[src/rtl/stream_bcast_pkg.sv]
package stream_bcast_pkg;

    typedef enum logic {
        SLOT_EMPTY = 1'b0,
        SLOT_FULL  = 1'b1
    } slot_state_e;

    // A branch counts as finished for the current word once it has been
    // delivered, or in the cycle it accepts the word it is being shown.
    function automatic logic branch_finished(
        input logic delivered,
        input logic shown,
        input logic accept
    );
        return delivered | (shown & accept);
    endfunction

endpackage

[src/rtl/stream_bcast_slot.sv]
module stream_bcast_slot
    import stream_bcast_pkg::*;
#(
    parameter int DATA_W = 8
) (
    input  logic              clk,
    input  logic              rst,
    input  logic              in_valid,
    input  logic [DATA_W-1:0] in_data,
    input  logic              release_i,
    output logic              full_o,
    output logic [DATA_W-1:0] data_o
);

    slot_state_e       state_q;
    logic [DATA_W-1:0] data_q;

    always_ff @(posedge clk) begin
        if (rst) begin
            state_q <= SLOT_EMPTY;
            data_q  <= '0;
        end else begin
            unique case (state_q)
                SLOT_EMPTY: begin
                    if (in_valid) begin
                        state_q <= SLOT_FULL;
                        data_q  <= in_data;
                    end
                end
                SLOT_FULL: begin
                    if (release_i) begin
                        state_q <= SLOT_EMPTY;
                    end
                end
                default: state_q <= SLOT_EMPTY;
            endcase
        end
    end

    assign full_o = (state_q == SLOT_FULL);
    assign data_o = data_q;

    // an idle slot captures the presented word at the next edge
    a_r2_capture_word: assert property (@(posedge clk) disable iff (rst)
        (!full_o && in_valid) |=> (full_o && data_o == $past(in_data)));

    // a held word is kept until it is released
    a_r6_hold_until_release: assert property (@(posedge clk) disable iff (rst)
        (full_o && !release_i) |=> (full_o && $stable(data_o)));

endmodule

[src/rtl/stream_bcast_branch.sv]
module stream_bcast_branch
    import stream_bcast_pkg::*;
#(
    parameter int DATA_W = 8
) (
    input  logic              clk,
    input  logic              rst,
    input  logic              word_full,
    input  logic [DATA_W-1:0] word_data,
    input  logic              word_release,
    input  logic              ack_i,
    output logic              valid_o,
    output logic [DATA_W-1:0] data_o,
    output logic              finished_o
);

    logic delivered_q;

    always_ff @(posedge clk) begin
        if (rst) begin
            delivered_q <= 1'b0;
        end else if (word_release) begin
            delivered_q <= 1'b0;
        end else if (valid_o && ack_i) begin
            delivered_q <= 1'b1;
        end
    end

    assign valid_o    = word_full & ~delivered_q;
    assign data_o     = word_data;
    assign finished_o = branch_finished(delivered_q, valid_o, ack_i);

    // a branch that accepted the word is not shown it again
    a_r4_no_repeat: assert property (@(posedge clk) disable iff (rst)
        (valid_o && ack_i) |=> !valid_o);

    // a shown, unaccepted word stays on the branch unchanged
    a_r3_data_stable: assert property (@(posedge clk) disable iff (rst)
        (valid_o && !ack_i) |=> (valid_o && $stable(data_o)));

    // an acknowledge without a shown word does not mark delivery
    a_r7_stray_ack: assert property (@(posedge clk) disable iff (rst)
        (!valid_o && !delivered_q && ack_i) |=> !delivered_q);

endmodule

[src/rtl/stream_bcast.sv]
module stream_bcast
    import stream_bcast_pkg::*;
#(
    parameter int N_BRANCH = 2,
    parameter int DATA_W   = 8
) (
    input  logic                         clk,
    input  logic                         rst,
    input  logic                         in_valid,
    input  logic [DATA_W-1:0]            in_data,
    output logic                         in_ack,
    output logic [N_BRANCH-1:0]          out_valid,
    output logic [N_BRANCH*DATA_W-1:0]   out_data,
    input  logic [N_BRANCH-1:0]          out_ack
);

    localparam int BUS_W = N_BRANCH * DATA_W;

    logic                slot_full;
    logic [DATA_W-1:0]   slot_data;
    logic [N_BRANCH-1:0] finished;
    logic                word_release;

    stream_bcast_slot #(
        .DATA_W (DATA_W)
    ) slot_i (
        .clk       (clk),
        .rst       (rst),
        .in_valid  (in_valid),
        .in_data   (in_data),
        .release_i (word_release),
        .full_o    (slot_full),
        .data_o    (slot_data)
    );

    for (genvar b = 0; b < N_BRANCH; b++) begin : g_branch
        stream_bcast_branch #(
            .DATA_W (DATA_W)
        ) branch_i (
            .clk          (clk),
            .rst          (rst),
            .word_full    (slot_full),
            .word_data    (slot_data),
            .word_release (word_release),
            .ack_i        (out_ack[b]),
            .valid_o      (out_valid[b]),
            .data_o       (out_data[b*DATA_W +: DATA_W]),
            .finished_o   (finished[b])
        );
    end

    assign word_release = slot_full & (&finished);
    assign in_ack       = word_release;

    // reset clears every branch valid
    a_r1_reset_clears: assert property (@(posedge clk)
        rst |=> (out_valid == '0));

    // after the upstream acknowledge no branch shows a word
    a_r5_release_empties: assert property (@(posedge clk) disable iff (rst)
        in_ack |=> (out_valid == '0 && !in_ack));

    // the upstream acknowledge coincides with a branch accepting
    a_r5_ack_with_take: assert property (@(posedge clk) disable iff (rst)
        in_ack |-> ((out_valid & out_ack) != '0));

    // branches are shown a word together or not at all, apart from
    // those that already accepted it
    a_r6_lockstep_start: assert property (@(posedge clk) disable iff (rst)
        ($past(out_valid) == '0 && out_valid != '0) |-> (&out_valid));

    // no word held means no acknowledge upstream
    a_r9_idle_quiet: assert property (@(posedge clk) disable iff (rst)
        (out_valid == '0) |-> !in_ack);

    if (BUS_W < DATA_W) begin : g_bad_width
        initial $error("bus width below data width");
    end

endmodule

[config.mk]
export PLATFORM = sky130hd
export DESIGN_NAME = stream_bcast
export DESIGN_NICKNAME = d
export VERILOG_FILES = /design/src/rtl/stream_bcast_pkg.sv /design/src/rtl/stream_bcast_slot.sv /design/src/rtl/stream_bcast_branch.sv /design/src/rtl/stream_bcast.sv
export SDC_FILE = /design/constraint.sdc
export NUM_CORES = 1
export LEC_CHECK = 0
export BUFFER_PORTS_ARGS = -buffer_cell sky130_fd_sc_hd__clkbuf_2
export CORE_MARGIN = 2
export CORE_UTILIZATION = 35
export CTS_CLUSTER_SIZE = 30
export DETAILED_ROUTE_END_ITERATION = 10
export GPL_TIMING_DRIVEN = 0
export PLACE_DENSITY_LB_ADDON = 0.3
export SLEW_MARGIN = 15
export SYNTH_ARGS = -nofsm -noshare
export SYNTH_HDL_FRONTEND = slang
export SYNTH_HIERARCHICAL = 1
export SYNTH_SLANG_ARGS = --single-unit
[constraint.sdc]
create_clock -name clk -period 2.9 [get_ports clk]
set_clock_uncertainty 0.15 [all_clocks]
set_input_delay 0.145 -clock clk [delete_from_list [all_inputs] [get_ports clk]]
set_output_delay 0.145 -clock clk [all_outputs]
set_load 0.005 [all_outputs]
==> impl_metrics.yaml, run 1 <==
synth:
  synthMuxAreaShare_pct: 0
  synth_top_area_cell: "dfxtp_1"
  postSynthNetCount: 76
  synth_common_cells: "buf_4, dfxtp_1, nand2b_1, nand4bb_1, o21ai_2"
  synth-xor-area-share_pct: 0
  syn_inst: 63
  synth-simple-area-share_pct: 30.8
  synth_edf_count: 0
  synth.most_common_cell: "buf_4"
  synth_area_leaders: "dfxtp_1, buf_4, nand4bb_1"
  yosys_register_bits: 11
  syn_area_um2: 642
  async_flop_share_pct: 0
  synth_top_family_by_area: "simple AND/OR/NAND/NOR gates"
  synth_cell_type_count: 13
  synth_compound_area_share_pct: 14.4
  ys_warn_count: 6
  synth_top_area_share_pct: 34.3
  seq_area_frac_synth_pct: 34.3
  ys.flop_type: "dfxtp_1"
  synth_adder_area_share_pct: 0
  synth_area_per_cell_um2: 10.2
routing:
  wl_per_cell_um: 9.80
  detail-route-antenna-nets: 0
  vias_per_cell: 4.21
  dr.first_iter.drc_count: 6
  drc: 0
  vias: 526
  drtPass1Iterations: 4
  wl_um: 1230
sta:
  fmax_mhz: 667
  finalSetupViolCount: 0
  finalHoldViolations: 1
  relSlewSlack_pct: 77.2
  min_period_ps: 1500
  fin_crit_sh_pct: 51.7
  rsz0062_at_grt: "false"
  holdWs_ps: -0.841
  drv_slew: 0
  timing_worst_slew_pin_value_ps: 341
  finalSetupTns_ps: 0
cells_and_area:
  final_area_um2: 875
  fillCellCount: 165
  area_growth_pct: 36.3
  n_antenna_cell: 0
  fin_cells: 125
  drive_above_1_share_pct: 62.0
  nets: 114
setup_path:
  path_max_fanout: 7
  worstSetupStartpoint: "slot_i/full_o$_SDFF_PP0_"
  worstSetupPathType: "reg -> out"
  critPathArrivalTime_ps: 1210
  timing.rr.start: "slot_i/full_o$_SDFF_PP0_"
  crit_required_ps: 2610
  worstSetupEndpointType: "primary output"
  start_kind: "register"
clock_tree:
  insertion_delay_ps: 250
  clk_pin_slew_ps: 80
  clock_path_buffers: 2
  numCtsBuffers: 3
  cts-root-buf: "clkbuf_4"
  ctsResizeCount: 0
  cts_tree: "yes"
  htree_num_levels: 1
  cts_sinks: 11
job:
  drv_cap: 0
placed_design:
  gp_congestion: 0.603
  dp_hpwl_um: 910
  dp.cells: 119
  placed_area_um2: 828
  portBuffers: 31
pwr:
  power_frac_comb_pct: 23.3
  power_density_nw_per_um2: 405
  vdd_drop_max_mv: 0.313
  leakage_nw: 0.439
  p_switching_w: 0.0000893
  total_power_w: 0.000355
  p_sw_share_pct: 25.2
  p_seq_share_pct: 47.4
  p_int_w: 0.000265
  clockPowerShare_pct: 29.3
global_route:
  grt_pass1_wl_um: 1700
  grt_use_total_pct: 11.1
  grt_max_degree: 11
  grt-ovfl-total: 0
  grt_pass1_vias: 395
  antenna_found_initial: 0
floorplanning:
  ios: 32
  die-width_um: 46.8
  initial_core_util_pct: 37.2
  die_area_um2: 2190
  fp.coreArea_um2: 1730
  row_count: 15
  die_h_um: 46.8
run_status:
  violations: "negative hold slack"
  status: "finished with violations"
min_path:
  hold_path.class: "in -> reg"
  hold_start: "in_data[5]"
[worst max-delay path, stage by stage, from the launching register on]
cell and delay [ps]:
dfxtp_1 410, a21o_1 150, and3_1 250, clkbuf_2 150
[stage by stage]
stage | utilization (%) | setup slack, ps | hold slack (ps)
2_1_floorplan | - | 1770 | 65.7
3_3_place_gp | 48.0 | 1690 | 271
3_5_place_dp | 48.0 | 1680 | 276
4_1_cts | 50.1 | 1390 | 1.71
5_1_grt | 50.7 | 1320 | 1.54
6_report | 50.7 | 1400 | -0.841
[area by class of cell]
type                       instances  area, µm²  share of cell area, %
clock buffer                       4       26.3                   3.00
sequential                        11        220                   25.2
timing repair buffer              33        175                   20.0
multi-input combinational         34        290                   33.2
tap                               25       31.3                   3.58
buffer                            18        131                   15.0
[cells by family (layout without fill, tap and decap cells)]
kind of cell	count (synthesis)	in the layout
DFF	11	11
buffers and inverters	18	55
AOI/OAI and AO/OA	11	11
and+or+nand+nor	23	23
[placed cells by master, fill, tap and decap left out, drive strengths merged, types with 2 or more instances in the layout]
master,Yosys,routed
buf,17,17
clkbuf,1,36
nor3b,2,2
dlygate4sd3,0,2
o21ai,8,8
nand2b,8,8
nand4bb,8,8
nor2b,2,2
a21o,2,2
dfxtp,11,11
[metal layers]
metal | vias to the layer above | GRT usage (%) | wire length, µm
li1 | 280 | - | -
met1 | 228 | 15.1 | 570
met2 | 16 | 15.9 | 564
met3 | 2 | 3.46 | 79
met4 | 0 | 5.00 | 10
met5 | - | 0 | 0
[power groups by stage]
stage | logic, W | clock network, W | registers, W
6_report | 0.0000825 | 0.000104 | 0.000168
3_3_place_gp | 0.0000799 | 0 | 0.000171
2_1_floorplan | 0.0000510 | 0 | 0.000170
3_5_place_dp | 0.0000812 | 0 | 0.000172
5_1_grt | 0.0000898 | 0.000118 | 0.000170
4_1_cts | 0.0000825 | 0.000106 | 0.000168
[path summary, 6_finish.rpt]
path | end | slack [ps] | cells past startpoint
worst min register to register | slot_i/data_o[1]$_SDFFE_PP0P_ | 340 | 2
worst min-delay path | slot_i/data_o[5]$_SDFFE_PP0P_ | -0.8 | 3
worst max-delay path | in_ack | 1400 | 3
worst max register to register | slot_i/data_o[6]$_SDFFE_PP0P_ | 1670 | 3
[sequential cells by signal, summed over array words and instances, names as in the netlist]
name                           count
g_branch.branch_i/delivered_q      2
slot_i/full_o                      1
slot_i/data_o                      8
[timing repair]
item | in CTS | in global routing
buffers inserted | 0 | 0
hold buffers | 1 | 1
endpoints found under the hold margin | 1 | 1
No activity file was read; power rests on OpenSTA's default activity.
==> inputs of run 2 (changes only) <==
==> constraint.sdc (replaced) <==
create_clock -name clk -period 1.25 [get_ports clk]
set_clock_uncertainty 0.15 [all_clocks]
set_input_delay 0.0625 -clock clk [delete_from_list [all_inputs] [get_ports clk]]
set_output_delay 0.0625 -clock clk [all_outputs]
set_load 0.005 [all_outputs]
==> run 2 against run 1 <==
  * Non-clock buffer count grew 9
  * The run ends with negative setup slack left
  * First-iteration DRC count grew 33%
  * Flip-flop and latch count is the same
  * Power grew 140%
  * Critical path depth is the same
  * Routed wire length grew 12%
==> impl_metrics.yaml, run 2 (synthesis gave the netlist of run 1 again) <==
run_status:
  status: "finished with violations"
  violations: "negative setup slack"
sta:
  timing_worst_slew_pin_value_ps: 343
  drv_slew: 0
  holdWs_ps: 35.3
  relSlewSlack_pct: 77.1
  fin_crit_sh_pct: 104
  finalSetupViolCount: 1
  finalHoldViolations: 0
  fmax_mhz: 770
  rsz0062_at_grt: "true"
  setup_slack_ps: -48.7
  min_period_ps: 1300
setup_path:
  timing.critical_path.cells: "a21o_1 -> and3_4 -> buf_6"
  cp_slowest_cell: "dfxtp_4"
  crit_required_ps: 1040
  path_max_fanout: 7
  worstSetupEndpointType: "primary output"
  start_kind: "register"
  path_delay_family: "flip-flops"
  crit_buf_inv: 1
  slowest_delay_ps: 360
  worstSetupPathType: "reg -> out"
  critPathArrivalTime_ps: 1090
global_route:
  grt_pass1_wl_um: 1970
  grt_pass1_vias: 460
  grt_use_total_pct: 12.7
  grt-ovfl-total: 0
  grt_max_degree: 11
  antenna_found_initial: 0
clock_tree:
  cts-root-buf: "clkbuf_4"
  cts_tree: "yes"
  clock_path_buffers: 2
  clk_pin_slew_ps: 70
  numCtsBuffers: 3
  htree_num_levels: 1
  insertion_delay_ps: 250
  cts_sinks: 11
pwr:
  power_density_nw_per_um2: 868
  leakage_nw: 0.480
  total_power_w: 0.000846
  vdd_drop_max_mv: 0.730
cells_and_area:
  final_area_um2: 975
  nets: 123
  n_antenna_cell: 0
  layout_common_cells: "clkbuf_2, buf_4, dfxtp_1, dlygate4sd3_1"
  layout_commonest_cell: "clkbuf_2"
  multiInputGateArea_um2: 295
  drive_above_1_share_pct: 60.6
  fin_cells: 134
  seq_area_um2: 224
  largest_reg_flops: 8
  fillCellCount: 153
  area_growth_pct: 51.9
placed_design:
  dp_hpwl_um: 910
  portBuffers: 31
  dp.cells: 119
  gp_congestion: 0.603
  dp_slack_ps: 30.4
  placed_area_um2: 828
floorplanning:
  die_h_um: 46.8
  row_count: 15
  initial_core_util_pct: 37.2
  fp.coreArea_um2: 1730
  die-width_um: 46.8
  ios: 32
  die_area_um2: 2190
min_path:
  hold_path.class: "in -> reg"
routing:
  drtPass1Iterations: 4
  vias: 564
  dr.first_iter.drc_count: 8
  drc: 0
  detail-route-antenna-nets: 0
  dr_wl_met3_um: 75
  wl_met1_um: 603
  wl_per_cell_um: 10.2
  wl_um: 1370
  dr.max_layer_used: "met4"
  dr_wl_met2_um: 678
  vias_per_cell: 4.21
job:
  drv_cap: 0
-- run 2: cell count changes in the layout (fill, tap and decap cells not counted) --
| cell | previous run | this run |
|---|---|---|
| and3_1 | 1 | 0 |
| dlygate4sd3_1 | 2 | 9 |
| buf_4 | 17 | 19 |
| dfxtp_4 | 0 | 1 |
| and3_4 | 0 | 1 |
| dfxtp_1 | 11 | 10 |
| clkbuf_2 | 31 | 30 |
| buf_6 | 0 | 1 |
-- run 2: where the power goes --
part	switching, W	internal [W]
Clock	0.000117	0.000123
Combinational	0.0000777	0.000137
Sequential	0.0000178	0.000373
Total	0.000213	0.000633
-- run 2: metal layers --
| metal | vias to the layer above | track usage, % |
|---|---|---|
| li1 | 297 | - |
| met1 | 249 | 16.5 |
| met2 | 16 | 20.0 |
| met3 | 2 | 3.46 |
| met4 | 0 | 5.00 |
| met5 | - | 0 |
-- run 2: path summary, 6_finish.rpt --
check             cells past startpoint                           from                                       endpoint  slack, ps
setup reg to reg                      3       slot_i/full_o$_SDFF_PP0_                  slot_i/data_o[3]$_SDFFE_PP0P_         40
setup / recovery                      3       slot_i/full_o$_SDFF_PP0_                                         in_ack        -50
hold / removal                        3                     out_ack[1]  g_branch[1].branch_i/delivered_q$_SDFFE_PP0P_         40
hold reg to reg                       2  slot_i/data_o[7]$_SDFFE_PP0P_                  slot_i/data_o[7]$_SDFFE_PP0P_        350
-- run 2: final cells by class --
class,instances,share of cell area (%)
Tap cell,25,3.21
Clock buffer,4,2.70
Sequential cell,11,23.0
Multi-Input combinational cell,34,30.3
Timing Repair Buffer,42,27.3
Buffer,18,13.5
-- run 2: what timing repair did --
item                       CTS  global route
buffers inserted             2             0
setup endpoints to repair    1             3
resized for setup            4             1
pin swaps                    1             5
hold buffers                 9             0
hold endpoints to repair    10             0
-- run 2: through the flow --
| step | utilization [%] | TNS, ps |
|---|---|---|
| final | 56.4 | -48.7 |
| after global routing | 56.4 | -106 |
| after CTS | 56.1 | -27.4 |
| after detailed placement | 48.0 | 0 |
| after global placement | 48.0 | 0 |
| after floorplan | - | 0 |
-- run 2: worst reg2reg max path, delay by kind of cell, from the launching register on --
kind                   cells  cell delay (ps)
buffers and inverters      1              160
flip-flops                 1              360
AO/OA/AOI/OAI              1               80
AND/OR/NAND/NOR            1              350
